`src/rtl/page_crc_pkg.sv`:
```
package page_crc_pkg;
  typedef enum logic [3:0] {
    ST_IDLE, ST_CMD, ST_ALO, ST_AHI, ST_HCRC, ST_DATA, ST_PCRC, ST_DONE, ST_FILL
  } seq_state_e;

  typedef enum logic [1:0] {SRC_FILL, SRC_MEM, SRC_CRC} tx_src_e;

  localparam logic [7:0] CRC_POLY_REFL = 8'h8C;
endpackage

```
`src/rtl/crc8_lsb.sv`:
```
module crc8_lsb #(
  parameter int W = 8,
  parameter logic [W-1:0] POLY = 8'h8C
) (
  input  logic [W-1:0] crc_i,
  input  logic [W-1:0] data_i,
  output logic [W-1:0] crc_o
);
  logic [W:0][W-1:0] stage;

  assign stage[0] = crc_i;
  for (genvar i = 0; i < W; i++) begin : g_bit
    assign stage[i+1] = (stage[i] >> 1) ^ ({W{stage[i][0] ^ data_i[i]}} & POLY);
  end
  assign crc_o = stage[W];
endmodule

```
`src/rtl/page_cursor.sv`:
```
module page_cursor #(
  parameter int AW = 7,
  parameter int PW = 5
) (
  input  logic          clk_i,
  input  logic          rst_ni,
  input  logic          clr_i,
  input  logic          load_i,
  input  logic [AW-1:0] load_addr_i,
  input  logic          adv_i,
  output logic [AW-1:0] addr_o,
  output logic          page_last_o,
  output logic          wrapped_o
);
  // extra msb records carry past the last byte
  logic [AW:0] ptr_q;

  always_ff @(posedge clk_i or negedge rst_ni) begin
    if (!rst_ni)      ptr_q <= '0;
    else if (clr_i)   ptr_q <= '0;
    else if (load_i)  ptr_q <= {1'b0, load_addr_i};
    else if (adv_i)   ptr_q <= ptr_q + 1'b1;
  end

  assign addr_o      = ptr_q[AW-1:0];
  assign page_last_o = &ptr_q[PW-1:0];
  assign wrapped_o   = ptr_q[AW];
endmodule

```
`src/rtl/page_crc_reader.sv`:
```
module page_crc_reader
  import page_crc_pkg::*;
#(
  parameter int         PAGE_BYTES = 32,
  parameter int         NUM_PAGES  = 4,
  parameter logic [7:0] READ_OP    = 8'hC3,
  localparam int        MEM_BYTES  = PAGE_BYTES * NUM_PAGES,
  localparam int        AW         = $clog2(MEM_BYTES),
  localparam int        PW         = $clog2(PAGE_BYTES)
) (
  input  logic          clk_i,
  input  logic          rst_ni,
  input  logic          bus_reset_i,
  input  logic          seq_start_i,
  input  logic          rx_valid_i,
  input  logic [7:0]    rx_data_i,
  input  logic          tx_req_i,
  output logic          tx_valid_o,
  output logic [7:0]    tx_data_o,
  output logic          mem_rd_o,
  output logic [AW-1:0] mem_addr_o,
  input  logic [7:0]    mem_data_i
);
  seq_state_e state_q;
  tx_src_e    src_q, src_d;
  logic [7:0] crc_q, crc_rx_nxt, crc_tx_nxt;
  logic       pend_q, accept, bad_q;
  logic       cur_load, cur_adv, page_last, wrapped;
  logic [AW-1:0] cur_addr;

  crc8_lsb #(.W(8), .POLY(CRC_POLY_REFL)) u_crc_rx (
    .crc_i(crc_q), .data_i(rx_data_i), .crc_o(crc_rx_nxt));

  crc8_lsb #(.W(8), .POLY(CRC_POLY_REFL)) u_crc_tx (
    .crc_i(crc_q), .data_i(mem_data_i), .crc_o(crc_tx_nxt));

  page_cursor #(.AW(AW), .PW(PW)) u_cursor (
    .clk_i, .rst_ni,
    .clr_i(bus_reset_i),
    .load_i(cur_load),
    .load_addr_i(rx_data_i[AW-1:0]),
    .adv_i(cur_adv),
    .addr_o(cur_addr),
    .page_last_o(page_last),
    .wrapped_o(wrapped));

  assign accept   = tx_req_i && !pend_q && !bus_reset_i;
  assign cur_load = !bus_reset_i && state_q == ST_ALO && rx_valid_i;
  assign cur_adv  = !bus_reset_i && state_q == ST_DATA && pend_q;

  always_comb begin
    unique case (state_q)
      ST_DATA:          src_d = SRC_MEM;
      ST_HCRC, ST_PCRC: src_d = SRC_CRC;
      default:          src_d = SRC_FILL;
    endcase
  end

  always_ff @(posedge clk_i or negedge rst_ni) begin
    if (!rst_ni) begin
      state_q <= ST_IDLE;
      crc_q   <= '0;
      pend_q  <= 1'b0;
      src_q   <= SRC_FILL;
      bad_q   <= 1'b0;
    end else if (bus_reset_i) begin
      state_q <= ST_IDLE;
      crc_q   <= '0;
      pend_q  <= 1'b0;
      bad_q   <= 1'b0;
    end else begin
      pend_q <= accept;
      if (accept) src_q <= src_d;
      unique case (state_q)
        ST_IDLE: if (seq_start_i) begin
          state_q <= ST_CMD;
          crc_q   <= '0;
        end
        ST_CMD: if (rx_valid_i) begin
          if (rx_data_i == READ_OP) begin
            crc_q   <= crc_rx_nxt;
            state_q <= ST_ALO;
          end else begin
            state_q <= ST_IDLE;
          end
        end
        ST_ALO: if (rx_valid_i) begin
          crc_q   <= crc_rx_nxt;
          bad_q   <= (rx_data_i >> AW) != '0;
          state_q <= ST_AHI;
        end
        ST_AHI: if (rx_valid_i) begin
          crc_q   <= crc_rx_nxt;
          bad_q   <= bad_q | (rx_data_i != '0);
          state_q <= ST_HCRC;
        end
        ST_HCRC: if (pend_q) begin
          crc_q   <= '0;
          state_q <= bad_q ? ST_FILL : ST_DATA;
        end
        ST_DATA: if (pend_q) begin
          crc_q <= crc_tx_nxt;
          if (page_last) state_q <= ST_PCRC;
        end
        ST_PCRC: if (pend_q) begin
          crc_q   <= '0;
          state_q <= wrapped ? ST_DONE : ST_DATA;
        end
        default: ;
      endcase
    end
  end

  assign mem_rd_o   = accept && state_q == ST_DATA;
  assign mem_addr_o = cur_addr;
  assign tx_valid_o = pend_q;

  always_comb begin
    unique case (src_q)
      SRC_MEM: tx_data_o = mem_data_i;
      SRC_CRC: tx_data_o = crc_q;
      default: tx_data_o = 8'hFF;
    endcase
  end
endmodule

```
`config.mk`:
```
export PLATFORM = sky130hd
export DESIGN_NAME = page_crc_reader
export DESIGN_NICKNAME = d
export VERILOG_FILES = /design/src/rtl/page_crc_pkg.sv /design/src/rtl/crc8_lsb.sv /design/src/rtl/page_cursor.sv /design/src/rtl/page_crc_reader.sv
export SDC_FILE = /design/constraint.sdc
export NUM_CORES = 1
export LEC_CHECK = 0
export BUFFER_PORTS_ARGS = -buffer_cell sky130_fd_sc_hd__clkbuf_2
export CAP_MARGIN = 20
export CELL_PAD_IN_SITES_DETAIL_PLACEMENT = 1
export CELL_PAD_IN_SITES_GLOBAL_PLACEMENT = 1
export CORE_ASPECT_RATIO = 0.8
export CORE_MARGIN = 1.5
export CORE_UTILIZATION = 45
export DETAILED_ROUTE_END_ITERATION = 6
export GPL_TIMING_DRIVEN = 0
export MAX_ROUTING_LAYER = met4
export PLACE_DENSITY_LB_ADDON = 0.1
export SLEW_MARGIN = 20
export SYNTH_ARGS = -nofsm -noshare
export SYNTH_HDL_FRONTEND = slang
export SYNTH_SLANG_ARGS = --single-unit
```
`constraint.sdc`:
```
create_clock -name clk_i -period 3.4 [get_ports clk_i]
set_input_delay 0.51 -clock clk_i [delete_from_list [all_inputs] [get_ports clk_i]]
set_output_delay 0.51 -clock clk_i [all_outputs]
set_load 0.01 [all_outputs]
```
---- Word-level counts from Yosys, hierarchy flattened ----
Cells that the tools add are included.
operators by class
  add/sub/neg operators ................... 1
  eq/ne operators ......................... 20
  multiplexer cells ....................... 31
  bitwise operators ....................... 34
  reductions and logical operators ........ 22
operators with widths
  kind                                                                      count
  7-bit by 8-bit bitwise XOR with 8-bit output                              16
  8-bit 2-to-1 mux                                                          10
  4-bit 2-to-1 mux                                                          10
  8-bit one-hot mux with 5 select lines                                     1
  4-bit one-hot mux with 7 select lines                                     1
  3-bit inequality test (second input constant)                             9
  8-bit one-hot mux with 2 select lines                                     1
  8-bit nonzero test                                                        2
  1-bit bitwise XOR                                                         16
  4-bit by 3-bit == test with 1-bit output (second input constant)          3
  9-bit AND reduction                                                       1
  8-bit by 1-bit adder with 8-bit output (second input constant)            1
  4-bit by 2-bit == test with 1-bit output (second input constant)          2
  8-bit == test (second input constant)                                     1
  1-bit logical AND                                                         7
  7-bit AND reduction                                                       1
  3-bit by 1-bit inequality test with 1-bit output (second input constant)  2
  3-bit nonzero test                                                        2
  6-bit nonzero test                                                        1
  5-bit AND reduction                                                       1
  4-bit by 1-bit == test with 1-bit output (second input constant)          1
  4-bit zero test                                                           1
  1-bit 2-to-1 mux                                                          4
  2-bit 2-to-1 mux                                                          2
  other kinds (10)                                                          12
word-level totals
  bits in registers ....................... 24
  output and inout port bits .............. 17

---- Depth between registers and ports, before layout ----
Gate-level depths: netlist of run 1.
  word-level depth ........................ 20
  depth in mapped cells ................... 8

---- Hierarchy ----
From an unflattened synthesis of run 1, not the netlist that was laid out.
unflattened totals
  cells, all modules ...................... 201
  area, all modules ....................... 2,045.7 sq um
by module, submodules not included
  module           times used  cells an instance  area an instance (sq um)  sequential area each (sq um)
  page_crc_reader  1           110                1,103.6                   400.4
  crc8_lsb         2           22                 237.7                     0.0
  page_cursor      1           47                 466.7                     200.2

---- Worst setup path before layout of run 1 ----
Ideal clock, no wire load.
  path kind ............................... in2reg
  start point ............................. in rx_data_i[3]
  end point ............................... reg crc_q[6]
  arrival ................................. 1,939 ps
  data required time ...................... 3,260 ps
  path slack .............................. 1,322 ps
  cell stages on the path ................. 6
  buffers on the path ..................... 0
  path through ............................ or4_1 > or2_1 > a31oi_1 > o21ai_1 > a221oi_1 > nor3_1
on the way
  longest elaborated chain between the ends .. 11
ends and longest elaborated chain
  item                                                        RTL line               text
  from (decl)                                                 page_crc_reader.sv:16  input logic [7:0] rx_data_i,
  1-bit bitwise XOR                                           crc8_lsb.sv:13         assign stage[i+1] = (stage[i] >> 1) ^ ({W{stage[i][0] ^ data_i[i]}} & POLY);
  7-bit by 8-bit bitwise XOR with 8-bit output (3 in series)  crc8_lsb.sv:13
  1-bit bitwise XOR                                           crc8_lsb.sv:13
  7-bit by 8-bit bitwise XOR with 8-bit output (2 in series)  crc8_lsb.sv:13
  8-bit 2-to-1 mux                                            page_crc_reader.sv:80  if (rx_data_i == READ_OP) begin
  8-bit 2-to-1 mux                                            page_crc_reader.sv:79  ST_CMD: if (rx_valid_i) begin
  8-bit one-hot mux with 5 select lines                       page_crc_reader.sv:74  unique case (state_q)
  8-bit 2-to-1 mux                                            page_crc_reader.sv:66  end else if (bus_reset_i) begin
  to (signal assigned)                                        page_crc_reader.sv:81  crc_q <= crc_rx_nxt;
  to (signal assigned)                                        page_crc_reader.sv:88  crc_q <= crc_rx_nxt;
  to (signal assigned)                                        page_crc_reader.sv:93  crc_q <= crc_rx_nxt;
  to (decl)                                                   page_crc_reader.sv:26  logic [7:0] crc_q, crc_rx_nxt, crc_tx_nxt;
Several ways; a longest one is shown, not always the timed one. The select of a mux whose other input is x is not followed.
A chain may end at the register's enable or synchronous reset.

---- Worst setup path after layout of run 1 ----
  start point ............................. reg state_q[0]
  end point ............................... out mem_rd_o
on the way
  longest elaborated chain between the ends .. 2
ends and longest elaborated chain
  item                                      RTL line                text
  from (decl)                               page_crc_reader.sv:24   seq_state_e state_q;
  from (signal assigned)                    page_crc_reader.sv:99   state_q <= bad_q ? ST_FILL : ST_DATA;
  from (signal assigned)                    page_crc_reader.sv:107  state_q <= wrapped ? ST_DONE : ST_DATA;
  4-bit by 3-bit == test with 1-bit output  page_crc_reader.sv:114  assign mem_rd_o = accept && state_q == ST_DATA;
  1-bit logical AND                         page_crc_reader.sv:114
  to (decl)                                 page_crc_reader.sv:20   output logic mem_rd_o,
Every way passes these cells.

==> run_results.csv, run 1 <==
group,metric,value,unit
floorplanning,core.rowCount,21,
placed_design,dp_slack,865,ps
power,power_frac_clock,0.215,
power,combPwrFrac,0.446,
clock_network,cts_setup_buffers,0,
clock_network,cts_hold_buf,0,
final_layout,nets,294,
clock_network,cts_tree,"built",
floorplanning,die_area,4840,um2
sta,skew,9.16,ps
drt,ant_nets,0,
worst_setup_path,critPathMaxFanout,10,
worst_setup_path,end_kind,"output port",
sta,hold_viol,0,
worst_setup_path,arrival,1860,ps
power,p_seq_frac,0.339,
drt,wl_per_cell,16.8,um
sta,drv_slew,0,
floorplanning,fp.coreArea,4200,um2
placed_design,io_buffers,38,
synth,synth_area,1990,um2
sta,period_needed,2370,ps
synth,synth_commonest_cells,"26 x xnor2_1, 24 x dfrtp_1, 21 x nor2_1",
sta,fin_ws,1030,ps
synth,syn_nets,251,
drt,drc,0,
final_layout,fill_cells,539,
worst_setup_path,crit_required,2890,ps
drt,routed_wl,5450,um
power,switching_share,0.363,
floorplanning,die_width,77.4,um
grt,grt_max_degree,25,
synth,synth_seq_cells,24,
synth,yosys_warnings,0,
sta,tightest_slew,830,ps
power,peakVddDrop,0.000233,V
sta,max_freq,0.421,GHz
synth,ys_seq_area_frac,0.302,
clock_network,cts_buffer_depth,2,
sta,slew_headroom,0.442,
clock_network,clock_latency,270,ps
power,power.density,406,nW/um2
min_path,hp-class,"in -> async",
synth,synth_top_flop_cell,"dfrtp_1",
clock_network,cts_resized,0,
grt,grt_pass1_wl,9440,um
placed_design,place_hpwl,4270,um
power,p_total,0.000937,W
clock_network,clkTransAtPathRegs,100,ps
synth,synth_top_area_frac,0.302,
sta,finalSetupViolations,0,
synth,synth_cell_types,50,
final_layout,n_antenna_cell,0,
clock_network,root_buffer,"clkbuf_8",
synth,synth_edf_count,0,
final_layout,drive_gt1_frac,0.236,
floorplanning,io_pins,39,
clock_network,cts_max_level,1,
drt,first_pass_iters,4,
synth,netlist_instances,225,
sta,rsz0062_at_grt,"no",
power,p_switching,0.000341,W
grt,antenna_found_initial,0,
sta,min_period_over_period,0.698,
power,p_int,0.000597,W
run,maxCapViolations,0,
worst_setup_path,r2r_cells,7,
grt,overflow,0,
synth,synth-async-reset-ratio,1.00,
drt,drt-vias-per-instance,5.66,
synth,netlist_top_cells_area,"dfrtp_1 30%, xnor2_1 11%, xor2_1 5.3%, nor2_1 4.0%, a21oi_1 3.5%",
synth,avgSynthCellArea,8.85,um2
drt,drtIter0Drc,74,
floorplanning,die_height,62.5,um
sta,tns,0,ps
synth,synth_area_leader_cell,"dfrtp_1",
power,leakage,0.991,nW
synth,synth_most_common_cell,"xnor2_1",
placed_design,gp_congestion,0.944,
worst_setup_path,worstSetupPathType,"reg -> out",
clock_network,cts_buffers,3,
clock_network,clock-sinks,24,
status,outcome,"finished clean",
floorplanning,start_util,0.474,
worst_setup_path,ff2ff_setup_slack,1130,ps
drt,vias,1833,
final_layout,area_growth,15.9,%
grt,grtUsageTotal,0.251,
worst_setup_path,worstSetupStartpointType,"flop",
grt,first_global_vias,1857,
[routing by layer]
| layer | part of all wire | GRT usage |
|---|---|---|
| met5 | 0 | - |
| met4 | 0.0035 | 0.0205 |
| met3 | 0.045 | 0.0365 |
| met2 | 0.44 | 0.375 |
| met1 | 0.51 | 0.375 |
[registers in the layout, summed over array words and instances (netlist names)]
signal and cells:
tx_valid_o 1, src_q 2, u_cursor.ptr_q 8, state_q 4, crc_q 8, bad_q 1
[final timing paths]
kind                       startpoint                 to
max                        state_q[0]           mem_rd_o
min reg2reg                  src_q[0]           src_q[0]
min in group clk_i           src_q[0]           src_q[0]
max reg2reg                state_q[1]           crc_q[6]
min                            rst_ni  u_cursor.ptr_q[3]
max in group asynchronous      rst_ni           crc_q[3]
[power groups by stage]
stage	Sequential [W]	Combinational [W]	Clock (W)
6_report	0.000318	0.000418	0.000201
5_1_grt	0.000321	0.000458	0.000215
4_1_cts	0.000318	0.000419	0.000208
3_5_place_dp	0.000324	0.000416	0
3_3_place_gp	0.000324	0.000406	0
2_1_floorplan	0.000320	0.000328	0
[through the flow]
step | util | instances | hold slack, ps | area (um2)
after floorplan | - | 225 | 214 | 1990
after global placement | 0.536 | 320 | 502 | 2250
after detailed placement | 0.536 | 320 | 502 | 2250
after CTS | 0.549 | 324 | 262 | 2310
after global routing | 0.549 | 324 | 280 | 2310
final | 0.549 | 324 | 246 | 2310
[kinds of logic after synthesis]
logic type               after synthesis  share of synthesized area
AO/OA/AOI/OAI                         56                      0.204
flip-flops                            24                      0.302
AND/OR/NAND/NOR                       73                      0.187
XOR/XNOR                              43                      0.215
multiplexers                           3                     0.0151
buffers and inverters                 22                     0.0528
adder cells (fa/ha/maj)                4                     0.0251
[placed cells by master (no fill, tap or decap), drive strengths merged, types with 3 or more instances in the layout]
cell	count
nand3	4
inv	7
dfrtp	24
xnor2	29
o211ai	3
or2	3
nor3	15
xor2	12
or4	3
buf	6
nor2	22
nand2	14
mux2i	3
a221oi	5
a211oi	4
a21oi	14
clkbuf	51
o21ai	9
ha	4
a221o	8
[layout make-up]
type	count	area, um2	share of cell area
plain buffers	15	78.8	0.0341
clock buffers	4	55.1	0.0238
inverters	7	26.3	0.0114
multi-input cells	179	1290	0.557
flip-flops and latches	24	601	0.260
well taps	57	71.3	0.0309
repair buffers	38	190	0.0824
[worst max-delay path, cell delays in order (launching register included)]
cell      delay [ps]
dfrtp_1          330
clkbuf_1         260
clkbuf_1         360
nand4_1          280
nor2_1           210
clkbuf_2         160
Power figures use the tool's default switching activity.
==> run 2, diff against run 1 <==
--- a/config.mk
+++ b/config.mk
@@ -11,7 +11,7 @@
 export CELL_PAD_IN_SITES_GLOBAL_PLACEMENT = 1
 export CORE_ASPECT_RATIO = 0.8
 export CORE_MARGIN = 1.5
-export CORE_UTILIZATION = 45
+export CORE_UTILIZATION = 42
 export DETAILED_ROUTE_END_ITERATION = 6
 export GPL_TIMING_DRIVEN = 0
 export MAX_ROUTING_LAYER = met4
==> constraint.sdc (replaced) <==
create_clock -name clk_i -period 2.35 [get_ports clk_i]
set_input_delay 0.3525 -clock clk_i [delete_from_list [all_inputs] [get_ports clk_i]]
set_output_delay 0.3525 -clock clk_i [all_outputs]
set_load 0.01 [all_outputs]
==> run 2 against run 1 <==
Against the previous run: sequential share of layout area is 0.084 points lower; sequential power increased by 45%; wire length grew 2.0%; via count is 1.5% lower; power increased by 45%; clock-buffer cell count stayed put; cell count increased by 0.93%; non-clock buffer count did not move; register-to-register slack got worse by 890 ps; die area is 6.8% higher; worst setup slack worse by 850 ps; critical path type unchanged; largest cell class unchanged.
==> run_results.csv, run 2 (synthesized netlist as in run 1, its figures left out) <==
group,metric,value,unit
drt,drc,0,
placed_design,placed_cells,323,
final_layout,final_cells,327,
floorplanning,core.rowCount,22,
floorplanning,die_width,80.0,um
sta,drv_slew,0,
final_layout,final_common_cell,"clkbuf_2",
sta,period_needed,2180,ps
status,outcome,"finished clean",
floorplanning,io_pins,39,
placed_design,place_hpwl,4400,um
power,p_switching,0.000496,W
placed_design,io_buffers,38,
sta,tns,0,ps
placed_design,gp_congestion,0.887,
sta,rsz0062_at_grt,"no",
grt,grt_pass1_wl,9250,um
worst_setup_path,worstSetupStartpointType,"flop",
clock_network,clock-sinks,24,
power,peakVddDrop,0.000247,V
drt,ant_nets,0,
drt,vias,1805,
power,switching_share,0.365,
final_layout,final_cell_mix,"38 x clkbuf_2, 26 x xnor2_1, 24 x dfrtp_1",
clock_network,cts_hold_buf,0,
floorplanning,start_util,0.436,
final_layout,n_antenna_cell,0,
drt,wl_per_cell,17.0,um
power,p_int,0.000864,W
grt,overflow,0,
worst_setup_path,arrival,1820,ps
drt,drt-vias-per-instance,5.52,
clock_network,clock_latency,270,ps
sta,slew_headroom,0.450,
drt,drtIter0Drc,69,
drt,first_pass_iters,4,
grt,antenna_found_initial,0,
run,maxCapViolations,0,
final_layout,fill_cells,567,
sta,max_freq,0.460,GHz
clock_network,clkTransAtPathRegs,90,ps
power,power.density,587,nW/um2
grt,first_global_vias,1796,
final_layout,area_growth,16.3,%
final_layout,largest_registers,"crc_q (8), u_cursor.ptr_q (8), state_q (4)",
clock_network,cts_buffers,3,
placed_design,dp_slack,32.0,ps
worst_setup_path,r2r_cells,6,
grt,grtUsageTotal,0.236,
clock_network,cts_max_level,1,
sta,hold_viol,0,
floorplanning,die_area,5170,um2
worst_setup_path,critPathMaxFanout,10,
clock_network,cts_buffer_depth,2,
floorplanning,fp.coreArea,4570,um2
worst_setup_path,end_kind,"output port",
floorplanning,die_height,64.6,um
clock_network,root_buffer,"clkbuf_8",
worst_setup_path,crit_required,2000,ps
worst_setup_path,worstSetupPathType,"reg -> out",
grt,grt_max_degree,25,
power,combPwrFrac,0.445,
power,power_frac_clock,0.215,
clock_network,cts_tree,"built",
final_layout,nets,294,
sta,skew,2.64,ps
power,p_seq_frac,0.340,
sta,fin_ws,174,ps
final_layout,drive_gt1_frac,0.240,
final_layout,seqCellArea,601,um2
sta,finalSetupViolations,0,
power,leakage,0.992,nW
drt,routed_wl,5560,um
final_layout,multi_input_area,1290,um2
sta,tightest_slew,819,ps
sta,min_period_over_period,0.926,
min_path,hp-class,"in -> async",
run 2: cell counts in the layout (fill, tap and decap cells not counted):
No cell type changed its count.
run 2: critical path: stages (launching register included):
cell and delay, ps:
dfrtp_1 330, clkbuf_1 260, clkbuf_1 340, nand4_1 270, nor2_1 190, clkbuf_2 160
run 2: path summary, 6_finish.rpt:
| check | to | from | slack [ps] |
|---|---|---|---|
| setup / recovery | mem_rd_o | state_q[0] | 170 |
| hold / removal | state_q[1] | rst_ni | 90 |
| setup reg to reg | crc_q[7] | crc_q[0] | 240 |
| hold reg to reg | src_q[0] | src_q[0] | 520 |
| max in group asynchronous | u_cursor.ptr_q[4] | rst_ni | 1840 |
| min in group clk_i | tx_valid_o | tx_req_i | 360 |
run 2: per-layer routing:
layer / part of all wire / vias up / GRT usage
met5: 0 / - / -
li1: - / 898 / -
met4: 0.0029 / 0 / 0.0237
met3: 0.026 / 2 / 0.0310
met1: 0.52 / 881 / 0.349
met2: 0.45 / 24 / 0.354
run 2: power by group through the flow:
stage | clock (W) | combinational, W | sequential, W
CTS | 0.000302 | 0.000608 | 0.000463
floorplan | 0 | 0.000474 | 0.000462
detailed placement | 0 | 0.000603 | 0.000471
finish | 0.000292 | 0.000606 | 0.000462
global placement | 0 | 0.000596 | 0.000470
global route | 0.000317 | 0.000665 | 0.000466
run 2: cell type report:
type	count	share of cell area
sequential	24	0.259
multi-input combinational	179	0.557
clock buffer	4	0.0238
buffer	15	0.0340
inverter	7	0.0113
tap	60	0.0324
timing repair buffer	38	0.0821
run 2: stage by stage:
step           hold slack (ps)   util  area [um2]  power (W)
2_1_floorplan             56.9      -        1990   0.000937
3_3_place_gp               398  0.494        2260    0.00107
3_5_place_dp               409  0.494        2260    0.00107
4_1_cts                    109  0.506        2310    0.00137
5_1_grt                    135  0.507        2320    0.00145
6_report                  88.1  0.507        2320    0.00136
run 2: repair_timing:
action	CTS	global route
resized for setup	0	1
setup buffers	0	0
setup endpoints to repair	0	1
